`config.mk`:
```
export PLATFORM = sky130hd
export DESIGN_NAME = ebw_ctrl
export DESIGN_NICKNAME = d
export VERILOG_FILES = /design/src/rtl/ebw_pkg.sv /design/src/rtl/ebw_region_dec.sv /design/src/rtl/ebw_phase_seq.sv /design/src/rtl/ebw_pin_sel.sv /design/src/rtl/ebw_ctrl.sv
export SDC_FILE = /design/constraint.sdc
export NUM_CORES = 1
export LEC_CHECK = 0
export ABC_AREA = 1
export BUFFER_PORTS_ARGS = -buffer_cell sky130_fd_sc_hd__clkbuf_2
export CORE_MARGIN = 5
export CORE_UTILIZATION = 35
export CTS_CLUSTER_DIAMETER = 100
export DETAILED_ROUTE_END_ITERATION = 6
export PLACE_DENSITY_LB_ADDON = 0.2
export SLEW_MARGIN = 20
export SYNTH_ARGS = -nofsm -noshare
export SYNTH_HDL_FRONTEND = slang
export SYNTH_HIERARCHICAL = 1
export SYNTH_SLANG_ARGS = --single-unit
```
`constraint.sdc`:
```
create_clock -name clk -period 3.8 [get_ports clk]
set_input_delay 0.38 -clock clk [delete_from_list [all_inputs] [get_ports clk]]
set_output_delay 0.38 -clock clk [all_outputs]
set_load 0.01 [all_outputs]
```
`src/rtl/ebw_pkg.sv`:
```
package ebw_pkg;
  // half-phase counts of the strobe for each access length
  localparam int unsigned HP_NOWAIT  = 2;
  localparam int unsigned HP_ONEHALF = 3;
  localparam int unsigned HP_DOUBLE  = 4;
  localparam int unsigned LEN_W      = $clog2(HP_DOUBLE + 1);

  typedef enum logic [1:0] {
    MODE_SINGLE = 2'b00,
    MODE_EXPAND = 2'b01,
    MODE_MPROC  = 2'b10,
    MODE_MPROC2 = 2'b11
  } proc_mode_e;

  typedef enum logic [1:0] {
    ACC_INT   = 2'd0,
    ACC_EXT   = 2'd1,
    ACC_BLOCK = 2'd2
  } acc_kind_e;

  typedef enum logic [1:0] {
    ST_IDLE = 2'd0,
    ST_ADDR = 2'd1,
    ST_STRB = 2'd2,
    ST_FIN  = 2'd3
  } seq_state_e;

  function automatic logic [LEN_W-1:0] stretch_len(input logic wait_n, input logic wait_sel);
    if (wait_n)        return LEN_W'(HP_NOWAIT);
    else if (wait_sel) return LEN_W'(HP_ONEHALF);
    else               return LEN_W'(HP_DOUBLE);
  endfunction
endpackage

```
`src/rtl/ebw_region_dec.sv`:
```
module ebw_region_dec
  import ebw_pkg::*;
#(
  parameter int unsigned AW          = 24,
  parameter logic [AW-1:0] INT_LOW_END = 24'h00_1000,
  parameter logic [AW-1:0] ROM_BASE    = 24'h00_8000,
  parameter logic [AW-1:0] ROM_END     = 24'h01_FFFF,
  parameter logic [AW-1:0] BANK_LIMIT  = 24'h10_0000
) (
  input  logic [AW-1:0] addr,
  input  logic [1:0]    mode,
  output acc_kind_e     kind
);
  logic in_low, in_rom, above_limit;

  always_comb begin
    in_low      = (addr < INT_LOW_END);
    in_rom      = (proc_mode_e'(mode) == MODE_EXPAND) && (addr >= ROM_BASE) && (addr <= ROM_END);
    above_limit = (addr >= BANK_LIMIT);
    if (in_low || in_rom)
      kind = ACC_INT;
    else if (proc_mode_e'(mode) == MODE_SINGLE || above_limit)
      kind = ACC_BLOCK;
    else
      kind = ACC_EXT;
  end
endmodule

```
`src/rtl/ebw_phase_seq.sv`:
```
module ebw_phase_seq
  import ebw_pkg::*;
(
  input  logic             clk,
  input  logic             rst_n,
  input  logic             start,
  input  acc_kind_e        kind,
  input  logic [LEN_W-1:0] ext_len,
  output logic             idle,
  output logic             addr_phase,
  output logic             strobe_phase,
  output logic             fin,
  output logic             fin_fault
);
  seq_state_e       state_q;
  logic [LEN_W-1:0] left_q;
  logic             fault_q;

  always_ff @(posedge clk or negedge rst_n) begin
    if (!rst_n) begin
      state_q <= ST_IDLE;
      left_q  <= '0;
      fault_q <= 1'b0;
    end else begin
      unique case (state_q)
        ST_IDLE: if (start) begin
          fault_q <= (kind == ACC_BLOCK);
          unique case (kind)
            ACC_EXT: begin
              state_q <= ST_ADDR;
              left_q  <= ext_len;
            end
            ACC_INT: begin
              state_q <= ST_STRB;
              left_q  <= LEN_W'(HP_NOWAIT);
            end
            default: begin
              state_q <= ST_FIN;
              left_q  <= '0;
            end
          endcase
        end
        ST_ADDR: state_q <= ST_STRB;
        ST_STRB: begin
          if (left_q == LEN_W'(1)) state_q <= ST_FIN;
          left_q <= left_q - LEN_W'(1);
        end
        ST_FIN: begin
          state_q <= ST_IDLE;
          fault_q <= 1'b0;
        end
        default: state_q <= ST_IDLE;
      endcase
    end
  end

  assign idle         = (state_q == ST_IDLE);
  assign addr_phase   = (state_q == ST_ADDR);
  assign strobe_phase = (state_q == ST_STRB);
  assign fin          = (state_q == ST_FIN);
  assign fin_fault    = fin && fault_q;
endmodule

```
`src/rtl/ebw_pin_sel.sv`:
```
module ebw_pin_sel
  import ebw_pkg::*;
(
  input  logic       clk,
  input  logic       rst_n,
  input  logic [1:0] mode,
  input  logic       sig_off,
  input  logic       rd_n,
  output logic       shared_pin,
  output logic       bus_pins
);
  logic phase_q;

  always_ff @(posedge clk or negedge rst_n) begin
    if (!rst_n) phase_q <= 1'b0;
    else        phase_q <= ~phase_q;
  end

  always_comb begin
    bus_pins = (proc_mode_e'(mode) != MODE_SINGLE);
    if (bus_pins) shared_pin = rd_n;
    else          shared_pin = sig_off ? 1'b0 : phase_q;
  end
endmodule

```
`src/rtl/ebw_ctrl.sv`:
```
module ebw_ctrl
  import ebw_pkg::*;
#(
  parameter int unsigned AW          = 24,
  parameter logic [AW-1:0] INT_LOW_END = 24'h00_1000,
  parameter logic [AW-1:0] ROM_BASE    = 24'h00_8000,
  parameter logic [AW-1:0] ROM_END     = 24'h01_FFFF,
  parameter logic [AW-1:0] BANK_LIMIT  = 24'h10_0000
) (
  input  logic          clk,
  input  logic          rst_n,
  input  logic          req_valid,
  output logic          req_ready,
  input  logic [AW-1:0] req_addr,
  input  logic          req_write,
  input  logic [1:0]    req_be,
  input  logic          cfg_wait_n,
  input  logic          cfg_wait_sel,
  input  logic          cfg_sig_off,
  input  logic [1:0]    proc_mode,
  output logic [AW-1:0] bus_addr,
  output logic          bus_ale,
  output logic          e_rde_n,
  output logic          bus_we_l_n,
  output logic          bus_we_h_n,
  output logic          acc_done,
  output logic          acc_fault,
  output logic          bus_pins_en
);
  acc_kind_e        kind_d, kind_q;
  logic             take;
  logic             idle, addr_ph, strb_ph, fin, fin_fault;
  logic             wr_q, soff_q;
  logic [1:0]       be_q;
  logic [AW-1:0]    addr_q;
  logic             rd_n;

  ebw_region_dec #(
    .AW(AW), .INT_LOW_END(INT_LOW_END), .ROM_BASE(ROM_BASE),
    .ROM_END(ROM_END), .BANK_LIMIT(BANK_LIMIT)
  ) u_dec (
    .addr (req_addr),
    .mode (proc_mode),
    .kind (kind_d)
  );

  assign take = req_valid && idle;

  always_ff @(posedge clk or negedge rst_n) begin
    if (!rst_n) begin
      kind_q <= ACC_INT;
      wr_q   <= 1'b0;
      soff_q <= 1'b0;
      be_q   <= '0;
      addr_q <= '0;
    end else if (take) begin
      kind_q <= kind_d;
      wr_q   <= req_write;
      soff_q <= cfg_sig_off;
      be_q   <= req_be;
      addr_q <= req_addr;
    end
  end

  ebw_phase_seq u_seq (
    .clk          (clk),
    .rst_n        (rst_n),
    .start        (take),
    .kind         (kind_d),
    .ext_len      (stretch_len(cfg_wait_n, cfg_wait_sel)),
    .idle         (idle),
    .addr_phase   (addr_ph),
    .strobe_phase (strb_ph),
    .fin          (fin),
    .fin_fault    (fin_fault)
  );

  always_comb begin
    rd_n       = ~(strb_ph && !wr_q && (kind_q == ACC_EXT || !soff_q));
    bus_we_l_n = ~(strb_ph && wr_q && (kind_q == ACC_EXT) && be_q[0]);
    bus_we_h_n = ~(strb_ph && wr_q && (kind_q == ACC_EXT) && be_q[1]);
  end

  ebw_pin_sel u_pin (
    .clk        (clk),
    .rst_n      (rst_n),
    .mode       (proc_mode),
    .sig_off    (cfg_sig_off),
    .rd_n       (rd_n),
    .shared_pin (e_rde_n),
    .bus_pins   (bus_pins_en)
  );

  assign req_ready = idle;
  assign bus_ale   = addr_ph;
  assign bus_addr  = addr_q;
  assign acc_done  = fin;
  assign acc_fault = fin_fault;
endmodule

```
==> impl_metrics.csv <==
group,metric,value,unit
die,core_area,5170,um2
cts,hold_buffers,0,
synth,postSynthAreaPerCell,7.37,um2
global_routing,grt_pass1_wl,8330,um
synth,synth_cell_types,12,
global_routing,grt_max_degree,38,
route,drt-total-wl,4620,um
setup_path,setup.worst_path.end_class,"output pin",
die,die_w,83.4,um
global_routing,track_usage,0.144,
setup_path,cp_num_buf_inv,3,
route,via_per_inst,4.44,
timing,finalCriticalPeriod,2.01,ns
setup_path,crit_chain,"inv_1 -> ha_1 -> inv_1 -> nor2_1 -> nand2_1 -> nand2_1 -> nand2_1 -> clkbuf_2",
cts,clkTransAtPathRegs,0.08,ns
timing,holdWs,0.184,ns
global_routing,overflow,0,
setup_path,r2r_cells,10,
setup_path,crit_path_top_delay_cell,"dfrtp_1",
setup_path,r2r_slack,2.04,ns
setup_path,cp_top_family,"flip-flops",
job,max_cap_violations,0,
route,ant_nets,0,
timing,finalHoldViolCount,0,
die,start_util,0.365,
synth,yosysMostFrequentCell,"nand2_1",
setup_path,cp-start-kind,"flip-flop",
power,power,0.00184,W
timing,slew_headroom,0.447,
synth,synth_cells,256,
global_routing,grt_pass1_vias,1777,
hold_path,hold_path.class,"in -> async",
synth,ys_ff_latch,37,
setup_path,critPathMaxFanout,9,
cells_and_area,nets,364,
power,pwr_density_cell,766,nW/um2
timing,setup_violations,0,
synth,syn-num-nets,298,
cts,post-cts-setup-buffers,0,
timing,skew,0.00372,ns
die,fp-row-count,26,
cells_and_area,drive_gt1_frac,0.245,
synth,synth_top_cells_by_area,"dfrtp_1 49%, nand2_1 21%, nand3_1 9.0%",
route,drc,0,
synth,ys_warn_count,6,
setup_path,cp_slowest_stage_delay,0.41,ns
timing,fmax,498,MHz
cts,clockBufferDepth,2,
cts,cts_resized,0,
placement,globalplace.congestion,0.806,
power,p_leak,1.45,nW
cells_and_area,syn_to_final_growth,27.7,%
cts,cts_root_buf,"clkbuf_8",
die,die_area,6960,um2
die,pin_count,67,
setup_path,worstSetupStartpoint,"u_seq/state_q[0]$_DFFE_PN0P_",
synth,synth_top_area_cell,"dfrtp_1",
cts,htree_levels,2,
setup_path,cp_data_arrival_time,1.63,ns
synth,synth_edf_count,0,
synth,synth_top_area_frac,0.491,
die,fp.dieH,83.4,um
synth,synth_common_cells,"107 x nand2_1, 37 x dfrtp_1, 34 x nand3_1, 31 x inv_1, 20 x nor2_1",
timing,rsz0062_at_grt,"false",
setup_path,critPathMostFrequentCell,"nand2_1",
timing,period_share,0.528,
synth,synthFlopType,"dfrtp_1",
synth,ys_seq_area_frac,0.491,
route,wl_per_cell,11.7,um
timing,drv_slew,0,
outcome,status,"finished, final reports clean",
synth,syn_area,1890,um2
setup_path,timing.rr.end,"u_seq/left_q[2]$_DFFE_PN0P_",
timing,setup-tns-final,0,ns
cts,cts_buffers,5,
placement,numPortBuffers,66,
setup_path,timing.rr.start,"u_seq/state_q[0]$_DFFE_PN0P_",
cts,clock_latency,0.29,ns
route,vias,1746,
cts,cts_sinks,37,
setup_path,path_class,"reg -> out",
route,drt-pass1-iter-count,5,
cells_and_area,final_util,0.466,
route,drtIter0Drc,113,
setup_path,cp.required,3.42,ns
cts,cts_tree,"yes",
power,ir_drop,211,uV
placement,dp_hpwl,3270,um
synth,synthArstFlopShare,1.00,
cells_and_area,antennaDiodeCount,0,
global_routing,antenna_found_initial,0,
timing,worst_slew_pin_slew,0.829,ns
==> final cells by class <==
| cell class | count | area [um2] |
|---|---|---|
| repair buffers | 68 | 345 |
| well taps | 70 | 87.6 |
| fillers | 560 | 2760 |
| multi-input cells | 179 | 800 |
| flip-flops and latches | 37 | 926 |
| inverters | 31 | 116 |
| clock inverters | 3 | 65.1 |
| clock buffers | 5 | 68.8 |
==> flip-flops by register name (all words and copies together), names as in the netlist <==
signal / count
u_pin/phase_q: 1
wr_q: 1
u_seq/left_q: 3
be_q: 2
u_seq/fault_q: 1
kind_q: 2
soff_q: 1
bus_addr: 24
u_seq/state_q: 2
==> worst max path at each step <==
stage,endpoint,slack [ns],depth (start not counted)
6_report,e_rde_n,1.79,8
5_1_grt,e_rde_n,1.58,8
4_1_cts,e_rde_n,1.75,8
3_5_place_dp,u_seq/left_q[2]$_DFFE_PN0P_,2.04,10
3_3_place_gp,e_rde_n,2.11,8
2_1_floorplan,u_seq/left_q[2]$_DFFE_PN0P_,2.17,10
==> power breakdown <==
| part | switching (W) | internal [W] | total, W |
|---|---|---|---|
| Sequential | 0.000101 | 0.000571 | 0.000671 |
| Combinational | 0.000478 | 0.000287 | 0.000764 |
| Clock | 0.000147 | 0.000261 | 0.000408 |
==> cell families (layout without fill, tap and decap cells) <==
group / after synthesis / in the layout / synth area share
fa+ha+maj: 7 / 7 / 0.0464
flops: 37 / 37 / 0.491
compound gates: 5 / 5 / 0.0133
simple gates: 167 / 167 / 0.364
buf+inv: 40 / 107 / 0.0855
==> layer usage <==
layer,GRT usage,up-vias,wire [um]
li1,-,914,-
met4,0.0439,0,42
met5,0,-,0
met2,0.238,52,2180
met1,0.175,775,2070
met3,0.0515,5,326
==> layout by cell type (no fill, tap or decap) <==
cell type / n
bufinv_16: 2
clkbuf_8: 5
clkinv_2: 1
or2_0: 1
inv_1: 31
nand2_2: 3
dfrtp_1: 37
nand2_1: 107
nand3_1: 34
nor2_1: 20
nand3b_1: 2
a21oi_1: 1
o21ai_0: 4
ha_1: 7
buf_2: 1
clkbuf_2: 65
buf_4: 2
==> stage by stage <==
stage               cell area, um2  setup slack (ns)  std cells
floorplan                     1890              2.17        256
global placement              2270              2.11        385
detailed placement            2270              2.04        385
CTS                           2410              1.75        393
global route                  2410              1.58        393
finish                        2410              1.79        393
Power figures use the tool's default switching activity.
